==> src/rtl/vfu_pkg.sv <==
// Shared types for the interrupt vector fetch unit.
package vfu_pkg;
    // Source codes; fixed-vector codes are contiguous from zero.
    localparam logic [3:0] SRC_BRK    = 4'd2;
    localparam logic [3:0] SRC_AMATCH = 4'd3;
    localparam logic [3:0] SRC_LAST_FIXED = 4'd8;
    localparam logic [3:0] SRC_SOFT   = 4'd9;

    typedef enum logic {ST_IDLE, ST_FETCH} vfu_state_e;
endpackage

==> src/rtl/vfu_vec_addr.sv <==
// Vector address generator: forms the first-byte address of the vector
// for the latched request. Assumes fixed slots are contiguous 4-byte
// slots starting at FIXED_BASE, indexed by the source code.
module vfu_vec_addr #(
    parameter int AW = 20,
    parameter int NUM_W = 6,
    parameter logic [AW-1:0] FIXED_BASE = 20'hFFFDC,
    parameter int BRK_ENTRY = 0
) (
    input  logic [3:0]       src_i,
    input  logic [NUM_W-1:0] num_i,
    input  logic [AW-1:0]    base_i,
    input  logic             use_fb_i,
    output logic [AW-1:0]    vec_addr_o,
    output logic             fixed_o,
    output logic             known_o
);
    import vfu_pkg::*;

    logic [NUM_W-1:0] var_num;
    logic [AW-1:0]    var_addr;
    logic [AW-1:0]    fix_addr;

    // Classify the source and pick the fixed or table-relative address.
    always_comb begin
        fixed_o    = (src_i <= SRC_LAST_FIXED);
        known_o    = fixed_o || (src_i == SRC_SOFT);
        var_num    = use_fb_i ? NUM_W'(BRK_ENTRY) : num_i;
        var_addr   = base_i + AW'({var_num, 2'b00});
        fix_addr   = FIXED_BASE + AW'({src_i, 2'b00});
        vec_addr_o = (fixed_o && !use_fb_i) ? fix_addr : var_addr;
    end
endmodule

==> src/rtl/vfu_byte_asm.sv <==
// Byte assembler: shifts incoming bytes in from the top so that after
// NB captures the first byte sits in the lowest position. word_nxt_o
// exposes the value including the byte captured this cycle.
module vfu_byte_asm #(
    parameter int BW = 8,
    parameter int NB = 4
) (
    input  logic             clk,
    input  logic             rst_n,
    input  logic             clr_i,
    input  logic             cap_i,
    input  logic [BW-1:0]    rdata_i,
    output logic [NB*BW-1:0] word_nxt_o
);
    localparam int WW = NB * BW;

    logic [WW-1:0] word_q;

    // Next word: shift the captured byte in at the top.
    always_comb begin
        word_nxt_o = cap_i ? {rdata_i, word_q[WW-1:BW]} : word_q;
    end

    // Hold the partial word between captures.
    always_ff @(posedge clk) begin
        if (!rst_n || clr_i) word_q <= '0;
        else                 word_q <= word_nxt_o;
    end
endmodule

==> src/rtl/vec_fetch_unit.sv <==
// Interrupt vector fetch unit: accepts a request while idle, screens it
// against the enable inputs, reads four vector bytes in ascending order
// (one-cycle read latency), handles the break fallback to the variable
// table, and pulses done with the handler address.
// Assumes AW <= NB*BW and that unused vector bits are don't-care.
module vec_fetch_unit #(
    parameter int AW = 20,
    parameter int BW = 8,
    parameter int NB = 4,
    parameter int NUM_W = 6,
    parameter logic [AW-1:0] FIXED_BASE = 20'hFFFDC,
    parameter int BRK_ENTRY = 0
) (
    input  logic             clk,
    input  logic             rst_n,
    input  logic             start_i,
    input  logic [3:0]       src_i,
    input  logic [NUM_W-1:0] swi_num_i,
    input  logic [AW-1:0]    tbl_base_i,
    input  logic             ien_i,
    input  logic             amatch_en_i,
    input  logic [BW-1:0]    mem_rdata_i,
    output logic [AW-1:0]    mem_addr_o,
    output logic             mem_rd_o,
    output logic [AW-1:0]    handler_o,
    output logic             done_o
);
    import vfu_pkg::*;

    localparam int STEP_W = $clog2(NB + 1);
    localparam int WW = NB * BW;
    localparam logic [STEP_W-1:0] LAST_STEP = STEP_W'(NB);

    vfu_state_e        state_q;
    logic [STEP_W-1:0] step_q;
    logic [3:0]        src_q;
    logic [NUM_W-1:0]  num_q;
    logic [AW-1:0]     base_q;
    logic              fb_q;
    logic [AW-1:0]     handler_q;
    logic              done_q;

    logic [AW-1:0]     vec_addr;
    logic              vec_fixed, vec_known;
    logic              req_fixed, req_known, req_ok;
    logic [WW-1:0]     word_nxt;
    logic              cap, clr, accept, last, go_fb;
    logic [AW-1:0]     dummy_addr;

    // Address for the latched request (or fallback entry).
    vfu_vec_addr #(.AW(AW), .NUM_W(NUM_W), .FIXED_BASE(FIXED_BASE),
                   .BRK_ENTRY(BRK_ENTRY)) u_addr (
        .src_i(src_q), .num_i(num_q), .base_i(base_q), .use_fb_i(fb_q),
        .vec_addr_o(vec_addr), .fixed_o(vec_fixed), .known_o(vec_known)
    );

    // Classification of the incoming request before it is latched.
    vfu_vec_addr #(.AW(AW), .NUM_W(NUM_W), .FIXED_BASE(FIXED_BASE),
                   .BRK_ENTRY(BRK_ENTRY)) u_class (
        .src_i(src_i), .num_i(swi_num_i), .base_i(tbl_base_i), .use_fb_i(1'b0),
        .vec_addr_o(dummy_addr), .fixed_o(req_fixed), .known_o(req_known)
    );

    // Byte capture and assembly.
    vfu_byte_asm #(.BW(BW), .NB(NB)) u_asm (
        .clk(clk), .rst_n(rst_n), .clr_i(clr), .cap_i(cap),
        .rdata_i(mem_rdata_i), .word_nxt_o(word_nxt)
    );

    // Request screening, strobes and fallback decision.
    always_comb begin
        req_ok = req_known &&
                 (req_fixed ? (src_i != SRC_AMATCH || amatch_en_i) : ien_i);
        accept = (state_q == ST_IDLE) && start_i && req_ok;
        mem_rd_o   = (state_q == ST_FETCH) && (step_q < LAST_STEP);
        mem_addr_o = vec_addr + AW'(step_q);
        cap    = (state_q == ST_FETCH) && (step_q != '0);
        last   = (state_q == ST_FETCH) && (step_q == LAST_STEP);
        go_fb  = last && (src_q == SRC_BRK) && !fb_q && (word_nxt == '1);
        clr    = accept || go_fb;
        handler_o = handler_q;
        done_o    = done_q;
    end

    // Sequencer: idle/fetch state, step count and request latches.
    always_ff @(posedge clk) begin
        if (!rst_n) begin
            state_q   <= ST_IDLE;
            step_q    <= '0;
            src_q     <= '0;
            num_q     <= '0;
            base_q    <= '0;
            fb_q      <= 1'b0;
            handler_q <= '0;
            done_q    <= 1'b0;
        end else begin
            done_q <= 1'b0;
            if (accept) begin
                state_q <= ST_FETCH;
                step_q  <= '0;
                src_q   <= src_i;
                num_q   <= swi_num_i;
                base_q  <= tbl_base_i;
                fb_q    <= 1'b0;
            end else if (go_fb) begin
                fb_q   <= 1'b1;
                step_q <= '0;
            end else if (last) begin
                state_q   <= ST_IDLE;
                handler_q <= word_nxt[AW-1:0];
                done_q    <= 1'b1;
            end else if (state_q == ST_FETCH) begin
                step_q <= step_q + 1'b1;
            end
        end
    end

    AST_DONE_PULSE: assert property (@(posedge clk) disable iff (!rst_n)
        done_o |=> !done_o);
    AST_MASKED_NO_READ: assert property (@(posedge clk) disable iff (!rst_n)
        (state_q == ST_IDLE && start_i && src_i == SRC_SOFT && !ien_i) |=> !mem_rd_o);
    AST_AMATCH_OFF: assert property (@(posedge clk) disable iff (!rst_n)
        (state_q == ST_IDLE && start_i && src_i == SRC_AMATCH && !amatch_en_i) |=> !mem_rd_o);
    AST_ASCENDING: assert property (@(posedge clk) disable iff (!rst_n)
        (mem_rd_o && $past(mem_rd_o) && step_q != '0) |-> mem_addr_o == $past(mem_addr_o) + 1'b1);
    AST_BUSY_HOLD: assert property (@(posedge clk) disable iff (!rst_n)
        (state_q == ST_FETCH && step_q != LAST_STEP) |=> (state_q == ST_FETCH));
    AST_NO_DONE_UNKNOWN: assert property (@(posedge clk) disable iff (!rst_n)
        (state_q == ST_IDLE && start_i && src_i > SRC_SOFT) |=> !mem_rd_o);
endmodule

==> config.mk <==
export PLATFORM = sky130hd
export DESIGN_NAME = vec_fetch_unit
export DESIGN_NICKNAME = d
export VERILOG_FILES = /design/src/rtl/vfu_pkg.sv /design/src/rtl/vfu_vec_addr.sv /design/src/rtl/vfu_byte_asm.sv /design/src/rtl/vec_fetch_unit.sv
export SDC_FILE = /design/constraint.sdc
export NUM_CORES = 1
export LEC_CHECK = 0
export BUFFER_PORTS_ARGS = -buffer_cell sky130_fd_sc_hd__buf_2
export CORE_UTILIZATION = 51
export CTS_CLUSTER_DIAMETER = 80
export DETAILED_ROUTE_END_ITERATION = 16
export MAX_ROUTING_LAYER = met4
export PLACE_DENSITY = 0.72
export SYNTH_ARGS = -nofsm -noshare
export SYNTH_HDL_FRONTEND = slang
export SYNTH_HIERARCHICAL = 1
export SYNTH_SLANG_ARGS = --single-unit
export TNS_END_PERCENT = 20
==> constraint.sdc <==
create_clock -name clk -period 4.33 [get_ports clk]
set_input_delay 0.433 -clock clk [delete_from_list [all_inputs] [get_ports clk]]
set_output_delay 0.433 -clock clk [all_outputs]
set_load 0.03 [all_outputs]
==> Flow_metrics.wiki, run 1 <==
{| class="wikitable"
! Metric !! Value
|-
| Post-Synthesis Mean Instance Area || 8.41 um^2
|-
| Maximum number of pins on one net before global-route repair || 47
|-
| Die Outline Area || 0.0115 mm^2
|-
| Total number of H-tree levels || 3
|-
| Final Setup Violations || 0
|-
| Crit path DAT || 3.65 ns
|-
| Number of vias per cell || 6.00
|-
| Antenna violations before repair || 0
|-
| Setup Skew || 0.00535 ns
|-
| Fmax || 245 MHz
|-
| Startpoint-to-endpoint class of the critical path || flop to output port
|-
| Crit path required time || 3.90 ns
|-
| Port Buffer Count || 84
|-
| Design internal power || 1.31 mW
|-
| Number of clock buffers inserted by TritonCTS || 9
|-
| Number of nets produced by synthesis || 730
|-
| Per-cell routed wire length || 16.8 um
|-
| Iter 0 DRT Violations || 413
|-
| Worst-path clk slew || 0.09 ns
|-
| Ant diodes || 0
|-
| GRT Resource Usage Total || 0.268
|-
| Sw Ratio || 0.279
|-
| MaxCap Viol Count || 0
|-
| CTS root buffer || sky130_fd_sc_hd__clkbuf_8
|-
| Post-synthesis instance area || 0.00564 mm^2
|-
| Deepest clock path buffer count || 2
|-
| Worst Hold Margin || 0.307 ns
|-
| Type of element capturing the critical path || output port
|-
| Wire length of the first global-routing pass || 23900 um
|-
| Flop pwr share || 0.467
|-
| Routed Wire Length || 14600 um
|-
| Starting density of the core || 0.522
|-
| DRC Markers || 0
|-
| Boundary pin count || 85
|-
| Warning count from the yosys run || 6
|-
| Transition time at the pin with the least slew margin || 0.983 ns
|-
| Buf+Inv Stages, Crit Path || 1
|-
| Final setup slack of the worst path || 0.251 ns
|-
| Part of the total power dissipated in combinational logic || 0.140
|-
| Remaining number of nets flagged by the antenna check after routing || 0
|-
| Hold Path Class || input pin to flop
|-
| Maximum fanout along the worst path || 10
|-
| Finished Core Util || 0.583
|-
| Number of search-and-repair iterations in the first detailed-routing pass || 5
|-
| Post-layout instance count excluding filler cells || 870
|-
| Category of the worst setup path launch point || flop
|-
| P_leak || 2.53 nW
|-
| Footprint of the multi-input gates || 0.00354 mm^2
|-
| Total grt overflow || 0
|-
| Series of cell instances along the critical path || nor2b_1 > ha_1 > fa_1 > a21oi_1 > o21ai_0 > a2111o_1 > nand3_1 > and4_1 > nand2_2 > nor4_1 > xor2_1 > buf_2
|-
| Final setup TNS || 0 ns
|-
| RSZ-0062 raised after global routing || no
|-
| Slew margin rel. || 0.343
|-
| Cell family contributing the most delay on the critical path || simple AND/OR/NAND/NOR gates
|-
| Placed wire-length estimate after detailed placement || 10100 um
|-
| Overall via count from detail_route || 5217
|-
| Post-synthesis cell count || 670
|-
| Hold Vio Cnt, Final || 0
|-
| Die height || 107 um
|-
| Layout overhead on the synthesized area || 11.7%
|-
| Fraction of layout instances using a drive strength above 1 || 0.229
|-
| Clock latency on the worst-skew pair || 0.37 ns
|-
| Time the final worst path needs with I/O delays and setup || 4.08 ns
|-
| Sink count of the clock tree || 88
|-
| Area of all sequential standard cells || 0.00176 mm^2
|-
| Count of nets after finishing || 785
|-
| Max IR drop VDD || 0.227 mV
|-
| Net switching power of the design || 0.506 mW
|-
| Placement Rows || 38
|-
| Final RePlAce weighted congestion || 0.894
|-
| Inst Count DP || 854
|-
| Crit share post-route || 0.942
|-
| Number of pins with negative max-slew slack in the final report || 0
|-
| Via count of the first global-routing pass || 4955
|-
| Result of the run || completed
|-
| Filler cells || 958
|-
| Delay contributed by the slowest stage of the critical path || 0.46 ns
|-
| Clock tree from TritonCTS || yes
|-
| Cell type of the slowest stage on the worst timing path || sky130_fd_sc_hd__a2111o_1
|-
| Die Wd || 107 um
|-
| Pre-CTS WS || 0.491 ns
|-
| Core area || 0.0108 mm^2
|-
| Clock network power share || 0.393
|-
| Power density cells || 288 mW/mm^2
|}
[power groups by stage]
stage                     Clock, mW  Combinational, mW  Sequential, mW
after floorplan                   0              0.187           0.857
after global placement            0              0.243           0.865
after detailed placement          0              0.251           0.866
after CTS                     0.725              0.252           0.847
after global routing          0.759              0.277           0.852
final                         0.714              0.255           0.848
[tightest hold or removal path: cells and delay by family]
family                 cells  cell delay, ns
buffers and inverters      1            0.10
AND/OR/NAND/NOR            1            0.05
AO/OA/AOI/OAI              1            0.06
[registers in the layout (all words and copies together) (netlist names)]
signal	flops
src_q	4
done_o	1
base_q	20
u_asm/word_q	32
fb_q	1
state_q	1
num_q	6
step_q	3
handler_o	20
[area by class of cell]
| type | instances | share of cell area |
|---|---|---|
| inverter | 20 | 0.0119 |
| timing repair buffer | 93 | 0.0775 |
| tap | 140 | 0.0278 |
| sequential | 88 | 0.280 |
| clock inverter | 7 | 0.0203 |
| clock buffer | 9 | 0.0197 |
| multi-input combinational | 513 | 0.563 |
[path summary, 6_finish.rpt]
path / startpoint / end / slack [ns] / cells past startpoint
hold reg to reg: num_q[0] / num_q[0] / 0.48 / 2
setup reg to reg: step_q[0] / u_asm/word_q[23] / 0.92 / 12
hold / removal: tbl_base_i[13] / base_q[13] / 0.31 / 3
setup / recovery: fb_q / mem_addr_o[19] / 0.25 / 12
[placed cells by master, fill, tap and decap left out, drive strengths merged, types with 2 or more instances in the layout]
cell and instances:
a2111o 2, a211o 2, a21boi 3, a21o 3, a21oi 59, a221o 20, and2 3, and3 24
and4 4, buf 93, bufinv 3, clkbuf 9, clkinv 2, dfxtp 88, fa 2, ha 15
inv 22, mux2 32, nand2 81, nand2b 14, nand3 41, nand4 11, nand4b 2, nor2 10
nor2b 43, nor3 8, nor4 9, o211ai 8, o21ai 63, o221a 2, o311ai 11, or3 2
or4 5, xnor2 9, xor2 14
[per-layer routing]
metal,track usage,up-vias,wire length [um]
met1,0.332,2483,6650
li1,-,2529,-
met2,0.433,180,6900
met3,0.0565,25,754
met5,-,-,0
met4,0.0900,0,280
[stage by stage]
| stage | power (mW) | cell area (um^2) |
|---|---|---|
| floorplan | 1.04 | 5640 |
| global placement | 1.11 | 6030 |
| detailed placement | 1.12 | 6030 |
| CTS | 1.82 | 6290 |
| global route | 1.89 | 6300 |
| finish | 1.82 | 6300 |
[repair_timing]
action                     4_1_cts  5_1_grt
hold endpoints to repair         0        0
gates resized for setup          0        4
setup endpoints to repair        0        6
buffers inserted                 0        0
hold buffers                     0        0
Power figures use the tool's default switching activity.
==> inputs of run 2 (changes only) <==
--- a/config.mk
+++ b/config.mk
@@ -6,11 +6,13 @@
 export NUM_CORES = 1
 export LEC_CHECK = 0
 export BUFFER_PORTS_ARGS = -buffer_cell sky130_fd_sc_hd__buf_2
+export CORE_ASPECT_RATIO = 0.9
 export CORE_UTILIZATION = 51
 export CTS_CLUSTER_DIAMETER = 80
 export DETAILED_ROUTE_END_ITERATION = 16
 export MAX_ROUTING_LAYER = met4
 export PLACE_DENSITY = 0.72
+export RECOVER_POWER = 50
 export SYNTH_ARGS = -nofsm -noshare
 export SYNTH_HDL_FRONTEND = slang
 export SYNTH_HIERARCHICAL = 1
==> Flow_metrics.wiki, run 2 (synthesis gave the netlist of run 1 again) <==
{| class="wikitable"
! Metric !! Value
|-
| Die Wd || 113 um (+5.3%)
|-
| Finished Core Util || 0.580 (-0.00361)
|-
| Iter 0 DRT Violations || 432 (+4.6%)
|-
| Number of clock buffers inserted by TritonCTS || 9 (unchanged)
|-
| Leading cell type in the layout, fill and taps excluded || sky130_fd_sc_hd__dfxtp_1
|-
| Die Outline Area || 0.0115 mm^2 (about the same)
|-
| Filler cells || 988 (+3.1%)
|-
| DRC Markers || 0 (unchanged)
|-
| Total number of H-tree levels || 3 (unchanged)
|-
| Hold Path Class || input pin to flop
|-
| Starting density of the core || 0.522 (-0.000846)
|-
| Crit path DAT || 4.33 ns (+0.68 ns)
|-
| Per-cell routed wire length || 16.2 um (-3.3%)
|-
| Max IR drop VDD || 0.266 mV (+17%)
|-
| Number of vias per cell || 5.93 (-1.1%)
|-
| Footprint of the multi-input gates || 0.00353 mm^2 (-0.28%)
|-
| Number of search-and-repair iterations in the first detailed-routing pass || 5 (unchanged)
|-
| Time the final worst path needs with I/O delays and setup || 4.11 ns (+0.0312 ns)
|-
| Flip-flop count of the largest register after layout || 32 (unchanged)
|-
| Depth of the worst register-to-register path || 13 (+1)
|-
| Wire length of the first global-routing pass || 22300 um (-6.5%)
|-
| Final setup TNS || 0 ns (unchanged)
|-
| Final setup slack of the worst path || 0.219 ns (-0.0312 ns)
|-
| Crit path required time || 4.55 ns (+0.65 ns)
|-
| Final Setup Violations || 0 (unchanged)
|-
| Overall via count from detail_route || 5116 (-1.9%)
|-
| Die height || 102 um (-5.0%)
|-
| Startpoint-to-endpoint class of the critical path || flop to flop
|-
| Worst-path clk slew || 0.06 ns (-0.03 ns)
|-
| Deepest clock path buffer count || 2 (unchanged)
|-
| Launching element of the worst setup path || step_q[1]
|-
| Layout overhead on the synthesized area || 11.2%
|-
| Transition time at the pin with the least slew margin || 1.11 ns (+0.131 ns)
|-
| Post-layout instance count excluding filler cells || 863 (-0.80%)
|-
| Routed Wire Length || 14000 um (-4.1%)
|-
| Clock tree from TritonCTS || yes
|-
| Most frequent cells in the layout || sky130_fd_sc_hd__dfxtp_1, sky130_fd_sc_hd__nand2_1, sky130_fd_sc_hd__o21ai_0, sky130_fd_sc_hd__buf_2, sky130_fd_sc_hd__a21oi_1
|-
| Post-cts hold buffer count || 0 (unchanged)
|-
| RSZ-0062 raised after global routing || no
|-
| Maximum number of pins on one net before global-route repair || 47 (unchanged)
|-
| Slew margin rel. || 0.258 (-0.0853)
|-
| Setup Skew || 0.00518 ns (-0.000176 ns)
|-
| Register containing the most flip-flops in the final layout || u_asm/word_q
|-
| Port Buffer Count || 84 (unchanged)
|-
| Count of nets after finishing || 785 (unchanged)
|-
| Worst Hold Margin || 0.334 ns (+0.0274 ns)
|-
| Via count of the first global-routing pass || 4399 (-11%)
|-
| Placement Rows || 36 (-5.3%)
|-
| Area of all sequential standard cells || 0.00176 mm^2 (unchanged)
|-
| Hold Vio Cnt, Final || 0 (unchanged)
|-
| Total grt overflow || 0 (unchanged)
|-
| Result of the run || completed
|-
| Antenna violations before repair || 0 (unchanged)
|-
| Worst setup path endpoint || u_asm/word_q[20]
|-
| Crit share post-route || 0.949 (+0.00721)
|-
| Overall power after layout || 1.82 mW (+0.25%)
|-
| Ant diodes || 0 (unchanged)
|-
| Number of pins with negative max-slew slack in the final report || 0 (unchanged)
|-
| GRT Resource Usage Total || 0.253 (-0.0144)
|-
| Reg2Reg Capture Point || u_asm/word_q[20]
|-
| Pre-CTS WS || 0.560 ns (+0.0687 ns)
|-
| CTS root buffer || sky130_fd_sc_hd__clkbuf_16
|-
| Total cell area at the placement stage || 0.00603 mm^2 (-0.15%)
|-
| Sink count of the clock tree || 88 (unchanged)
|-
| Inst Count DP || 847 (-0.82%)
|-
| Type of element capturing the critical path || flop
|-
| Power density cells || 290 mW/mm^2 (+0.71%)
|-
| P_leak || 2.43 nW (-4.0%)
|-
| Internal reg-to-reg setup slack || 0.22 ns (-0.70 ns)
|-
| Reg-to-Reg Start || step_q[1]
|-
| Fraction of layout instances using a drive strength above 1 || 0.195 (-0.0342)
|-
| Final RePlAce weighted congestion || 0.889 (-0.59%)
|-
| Fmax || 243 MHz (-0.76%)
|-
| Remaining number of nets flagged by the antenna check after routing || 0 (unchanged)
|-
| Boundary pin count || 85 (unchanged)
|-
| MaxCap Viol Count || 0 (unchanged)
|-
| Placed wire-length estimate after detailed placement || 9940 um (-1.9%)
|-
| Category of the worst setup path launch point || flop
|-
| Core area || 0.0108 mm^2 (+0.16%)
|-
| Maximum fanout along the worst path || 32 (+22)
|-
| Total non-filler cell area in the finished layout || 0.00627 mm^2 (-0.46%)
|-
| Clock latency on the worst-skew pair || 0.34 ns (-0.03 ns)
|}
[run 2: cell count changes in the layout (fill, tap and decap cells not counted), moves of 2 or more]
cell / before / now
sky130_fd_sc_hd__clkinvlp_4: 0 / 2
sky130_fd_sc_hd__buf_2: 84 / 61
sky130_fd_sc_hd__clkbuf_16: 0 / 9
sky130_fd_sc_hd__bufinv_16: 3 / 0
sky130_fd_sc_hd__clkbuf_8: 9 / 0
sky130_fd_sc_hd__clkinv_2: 0 / 3
sky130_fd_sc_hd__clkbuf_1: 0 / 23
[run 2: how the worst min path moves through the flow]
stage	depth (start not counted)	slack, ns	startpoint	end
floorplan	2	0.45	base_q[0]	base_q[0]
global placement	2	0.47	num_q[3]	num_q[3]
detailed placement	2	0.46	num_q[3]	num_q[3]
CTS	3	0.33	tbl_base_i[15]	base_q[15]
global route	3	0.33	tbl_base_i[3]	base_q[3]
finish	3	0.33	tbl_base_i[15]	base_q[15]
[run 2: cell type report]
class / instances / area share
repair buffers: 93 / 0.0729
clock inverters: 7 / 0.00758
multi-input cells: 513 / 0.564
inverters: 20 / 0.0120
flip-flops and latches: 88 / 0.281
clock buffers: 9 / 0.0359
well taps: 133 / 0.0265
[run 2: metal layers]
layer | vias up | part of all wire | GRT usage
li1 | 2538 | - | -
met1 | 2399 | 0.51 | 0.379
met2 | 166 | 0.42 | 0.341
met3 | 13 | 0.059 | 0.0449
met4 | 0 | 0.011 | 0.0718
met5 | - | 0 | -
[run 2: report_power, final]
part	switching (mW)	leakage (nW)	internal [mW]	total, mW
Clock	0.329	0.132	0.388	0.717
Sequential	0.0233	0.713	0.828	0.851
Combinational	0.161	1.58	0.0916	0.253
[run 2: critical path, stage by stage (launching register included)]
cell and delay [ns]:
sky130_fd_sc_hd__dfxtp_1 0.37, sky130_fd_sc_hd__inv_1 0.11, sky130_fd_sc_hd__ha_1 0.28, sky130_fd_sc_hd__a21boi_4 0.16, sky130_fd_sc_hd__clkbuf_2 0.84, sky130_fd_sc_hd__mux2_4 0.35
sky130_fd_sc_hd__nand4_1 0.18, sky130_fd_sc_hd__nor4_4 0.26, sky130_fd_sc_hd__buf_4 0.30, sky130_fd_sc_hd__and4_1 0.45, sky130_fd_sc_hd__or2_1 0.15, sky130_fd_sc_hd__nand2b_1 0.09
sky130_fd_sc_hd__buf_4 0.33, sky130_fd_sc_hd__nor2b_1 0.09
[run 2: repair_timing]
action | 4_1_cts | 5_1_grt
gates resized for setup | 0 | 3
endpoints found under the hold margin | 0 | 0
setup endpoints to repair | 0 | 5
setup buffers | 0 | 0
==> inputs of run 3 (changes only) <==
--- a/config.mk
+++ b/config.mk
@@ -11,10 +11,9 @@
 export CTS_CLUSTER_DIAMETER = 80
 export DETAILED_ROUTE_END_ITERATION = 16
 export MAX_ROUTING_LAYER = met4
-export PLACE_DENSITY = 0.72
+export PLACE_DENSITY = 0.74
 export RECOVER_POWER = 50
 export SYNTH_ARGS = -nofsm -noshare
 export SYNTH_HDL_FRONTEND = slang
-export SYNTH_HIERARCHICAL = 1
 export SYNTH_SLANG_ARGS = --single-unit
 export TNS_END_PERCENT = 20
==> Flow_metrics.wiki, run 3 <==
{| class="wikitable"
! Metric !! Value
|-
| Result of the run || finished with violations
|-
| Violated checks || capacitance limit, slew limit
|-
| Clock tree from TritonCTS || yes
|-
| Final RePlAce weighted congestion || 0.952 (+7.1%)
|-
| Post-Synthesis Mean Instance Area || 8.25 um^2 (-1.9%)
|-
| Starting density of the core || 0.522 (+0.000786)
|-
| Primary flip-flop cell chosen by synthesis mapping || sky130_fd_sc_hd__dfxtp_1
|-
| Series of cell instances along the critical path || nor2b_1 > ha_1 > fa_1 > a21o_1 > a221oi_4 > xnor2_1 > o21ai_2 > nor4_4 > nand4_1 > xnor2_1 > buf_2
|-
| Total number of H-tree levels || 3 (unchanged)
|-
| MaxCap Viol Count || 1 (+1)
|-
| Fmax || 249 MHz (+2.2%)
|-
| CTS root buffer || sky130_fd_sc_hd__clkbuf_8
|-
| Net switching power of the design || 0.467 mW (-8.9%)
|-
| Port Buffer Count || 84 (unchanged)
|-
| Crit path DAT || 3.59 ns (-0.74 ns)
|-
| Share of Yosys cell area claimed by the top area cell type || 0.367
|-
| Antenna violations before repair || 0 (unchanged)
|-
| Placed wire-length estimate after detailed placement || 8430 um (-15%)
|-
| Setup Skew || 0.00698 ns (+0.00180 ns)
|-
| Commonest cells in the synthesized netlist || sky130_fd_sc_hd__nand2_1, sky130_fd_sc_hd__dfxtp_1, sky130_fd_sc_hd__nor2_1
|-
| Deepest clock path buffer count || 2 (unchanged)
|-
| Fraction of layout instances using a drive strength above 1 || 0.160 (-0.0348)
|-
| Time the final worst path needs with I/O delays and setup || 4.02 ns (-0.0895 ns)
|-
| Cell type with the highest occurrence count on the critical path || sky130_fd_sc_hd__xnor2_1
|-
| Number of clock buffers inserted by TritonCTS || 9 (unchanged)
|-
| GRT Resource Usage Total || 0.246 (-0.00680)
|-
| Sw Ratio || 0.281 (-0.000726)
|-
| RSZ-0062 raised after global routing || no
|-
| Launching element of the worst setup path || fb_q
|-
| Number of search-and-repair iterations in the first detailed-routing pass || 4 (-1)
|-
| Synth unique cells || 62
|-
| DRC Markers || 0 (unchanged)
|-
| Remaining number of nets flagged by the antenna check after routing || 0 (unchanged)
|-
| Largest cells by area after synthesis || sky130_fd_sc_hd__dfxtp_1, sky130_fd_sc_hd__nand2_1, sky130_fd_sc_hd__a21boi_0
|-
| Worst-path clk slew || 0.09 ns (+0.03 ns)
|-
| Number of flip-flops and latches in the synthesized netlist || 87
|-
| Delay contributed by the slowest stage of the critical path || 0.48 ns (-0.36 ns)
|-
| Leading cell type in the layout, fill and taps excluded || sky130_fd_sc_hd__nand2_1
|-
| Total grt overflow || 0 (unchanged)
|-
| Maximum fanout along the worst path || 11 (-66%)
|-
| Overall power after layout || 1.66 mW (-8.7%)
|-
| Boundary pin count || 85 (unchanged)
|-
| Via count of the first global-routing pass || 4077 (-7.3%)
|-
| Power density cells || 308 mW/mm^2 (+6.0%)
|-
| Layout overhead on the synthesized area || 13.8%
|-
| Reg-to-Reg Start || step_q[1]
|-
| Per-cell routed wire length || 14.6 um (-9.8%)
|-
| Clock network power share || 0.353 (-0.041)
|-
| Register containing the most flip-flops in the final layout || u_asm.word_q
|-
| Slew margin rel. || -0.231 (-0.489)
|-
| Die height || 93.5 um (-8.1%)
|-
| Part of the Yosys area used for sequential elements || 0.367
|-
| Cell type of the slowest stage on the worst timing path || sky130_fd_sc_hd__dfxtp_2
|-
| Number of pins with negative max-slew slack in the final report || 33 (+33)
|-
| Die Wd || 104 um (-8.1%)
|-
| Flip-flop count of the largest register after layout || 31 (-3.1%)
|-
| Part of the total power dissipated in combinational logic || 0.141 (+0.002)
|-
| Final setup TNS || 0 ns (unchanged)
|-
| Iter 0 DRT Violations || 239 (-45%)
|-
| Overall via count from detail_route || 4272 (-16%)
|-
| Post-synth top area cell || sky130_fd_sc_hd__dfxtp_1
|-
| EDFF count, synth || 0
|-
| Post-synthesis instance area || 0.00474 mm^2 (-16%)
|-
| Wire length of the first global-routing pass || 18900 um (-16%)
|-
| Core area || 0.00908 mm^2 (-16%)
|-
| Hold Path Class || input pin to flop
|-
| Worst hold start || tbl_base_i[11]
|-
| Most numerous cell in the Yosys netlist || sky130_fd_sc_hd__nand2_1
|-
| Category of the worst setup path launch point || flop
|-
| P_leak || 2.21 nW (-8.8%)
|-
| Final Setup Violations || 0 (unchanged)
|-
| Maximum number of pins on one net before global-route repair || 36 (-23%)
|-
| Placement Rows || 33 (-8.3%)
|-
| Warning count from the yosys run || 0 (-6)
|-
| Count of nets after finishing || 705 (-10%)
|-
| Clock latency on the worst-skew pair || 0.35 ns (about the same)
|-
| Most frequent cells in the layout || sky130_fd_sc_hd__nand2_1, sky130_fd_sc_hd__dfxtp_1, sky130_fd_sc_hd__buf_2, sky130_fd_sc_hd__nor2_1, sky130_fd_sc_hd__a21boi_0
|-
| Type of element capturing the critical path || output port
|-
| Die Outline Area || 0.00969 mm^2 (-16%)
|-
| Crit path required time || 3.90 ns (-0.65 ns)
|-
| Fraction of synthesis flops using an asynchronous set or reset pin || 0
|-
| Crit share post-route || 0.929 (-0.0207)
|-
| Startpoint-to-endpoint class of the critical path || flop to output port
|-
| Ant diodes || 0 (unchanged)
|-
| Number of vias per cell || 5.53 (-6.8%)
|-
| Sink count of the clock tree || 87 (-1.1%)
|-
| Design internal power || 1.20 mW (-8.6%)
|-
| Transition time at the pin with the least slew margin || 1.85 ns (+0.733 ns)
|-
| Flop pwr share || 0.506 (+0.039)
|-
| Finished Core Util || 0.595 (+0.0148)
|-
| Routed Wire Length || 11300 um (-19%)
|-
| Post-synthesis cell count || 575 (-14%)
|-
| Number of nets produced by synthesis || 634 (-13%)
|-
| Hold Vio Cnt, Final || 0 (unchanged)
|-
| Max IR drop VDD || 0.150 mV (-44%)
|}
## run 3: cell count changes in the layout (fill, tap and decap cells not counted), moves of 8 or more
cell                        delta
sky130_fd_sc_hd__a21boi_0     +30
sky130_fd_sc_hd__a21oi_1      -36
sky130_fd_sc_hd__a221o_1      -19
sky130_fd_sc_hd__and3_1       -20
sky130_fd_sc_hd__clkbuf_16     -9
sky130_fd_sc_hd__clkbuf_8     +10
sky130_fd_sc_hd__mux2_4       -30
sky130_fd_sc_hd__mux2i_1      +24
sky130_fd_sc_hd__nand2_1      +44
sky130_fd_sc_hd__nand2b_1      -8
sky130_fd_sc_hd__nand3_1      -33
sky130_fd_sc_hd__nor2_1       +31
sky130_fd_sc_hd__nor2b_1      -34
sky130_fd_sc_hd__o21ai_0      -35
## run 3: worst paths after layout
check | to | slack, ns | depth (start not counted)
setup / recovery | mem_addr_o[19] | 0.31 | 11
hold / removal | base_q[11] | 0.32 | 3
setup reg to reg | handler_o[17] | 0.38 | 9
hold reg to reg | handler_o[16] | 0.46 | 2
## run 3: cell type report
| cell class | count | area, um^2 |
|---|---|---|
| clock buffer | 11 | 141 |
| clock inverter | 5 | 65.1 |
| fill | 854 | 3680 |
| inverter | 22 | 82.6 |
| multi-input combinational | 435 | 2780 |
| sequential | 87 | 1740 |
| tap | 122 | 153 |
| timing repair buffer | 91 | 435 |
## run 3: worst max-delay path: cells and delay by family (launching register included)
kind                     cells  cell delay (ns)
AO/OA/AOI/OAI                3             0.82
flip-flops                   1             0.48
buffers and inverters        1             0.22
adder cells (fa/ha/maj)      2             0.65
AND/OR/NAND/NOR              3             0.69
XOR/XNOR                     2             0.38
## run 3: cells by family after synthesis
family,synth area share
adder cells (fa/ha/maj),0.0454
AND/OR/NAND/NOR,0.245
buffers and inverters,0.0483
flip-flops,0.367
multiplexers,0.0554
XOR/XNOR,0.0461
AO/OA/AOI/OAI,0.193
## run 3: power groups by stage
stage	sequential, mW	combinational (mW)	clock [mW]
after floorplan	0.848	0.177	0
after global placement	0.859	0.227	0
after detailed placement	0.860	0.234	0
after CTS	0.841	0.234	0.601
after global routing	0.845	0.258	0.631
final	0.842	0.235	0.586
## run 3: what timing repair did
item                       in CTS  in global routing
setup endpoints to repair       0                  6
resized for setup               0                  2
hold endpoints to repair        0                  0
hold buffers                    0                  0
buffers inserted                0                  0
## run 3: per-layer routing
layer / vias up / global-route usage / part of all wire
li1: 2123 / - / -
met1: 2007 / 0.324 / 0.49
met2: 126 / 0.388 / 0.44
met3: 16 / 0.0439 / 0.054
met4: 0 / 0.0774 / 0.014
met5: - / - / 0
## run 3: per-stage QoR
| step | hold WS, ns | cell area (um^2) | std cells | worst slack, ns |
|---|---|---|---|---|
| 6_report | 0.320 | 5400 | 773 | 0.309 |
| 2_1_floorplan | 0.439 | 4740 | 575 | 0.454 |
| 5_1_grt | 0.307 | 5400 | 773 | 0.0653 |
| 3_3_place_gp | 0.433 | 5230 | 757 | 0.709 |
| 4_1_cts | 0.306 | 5440 | 773 | 0.144 |
| 3_5_place_dp | 0.442 | 5230 | 757 | 0.547 |
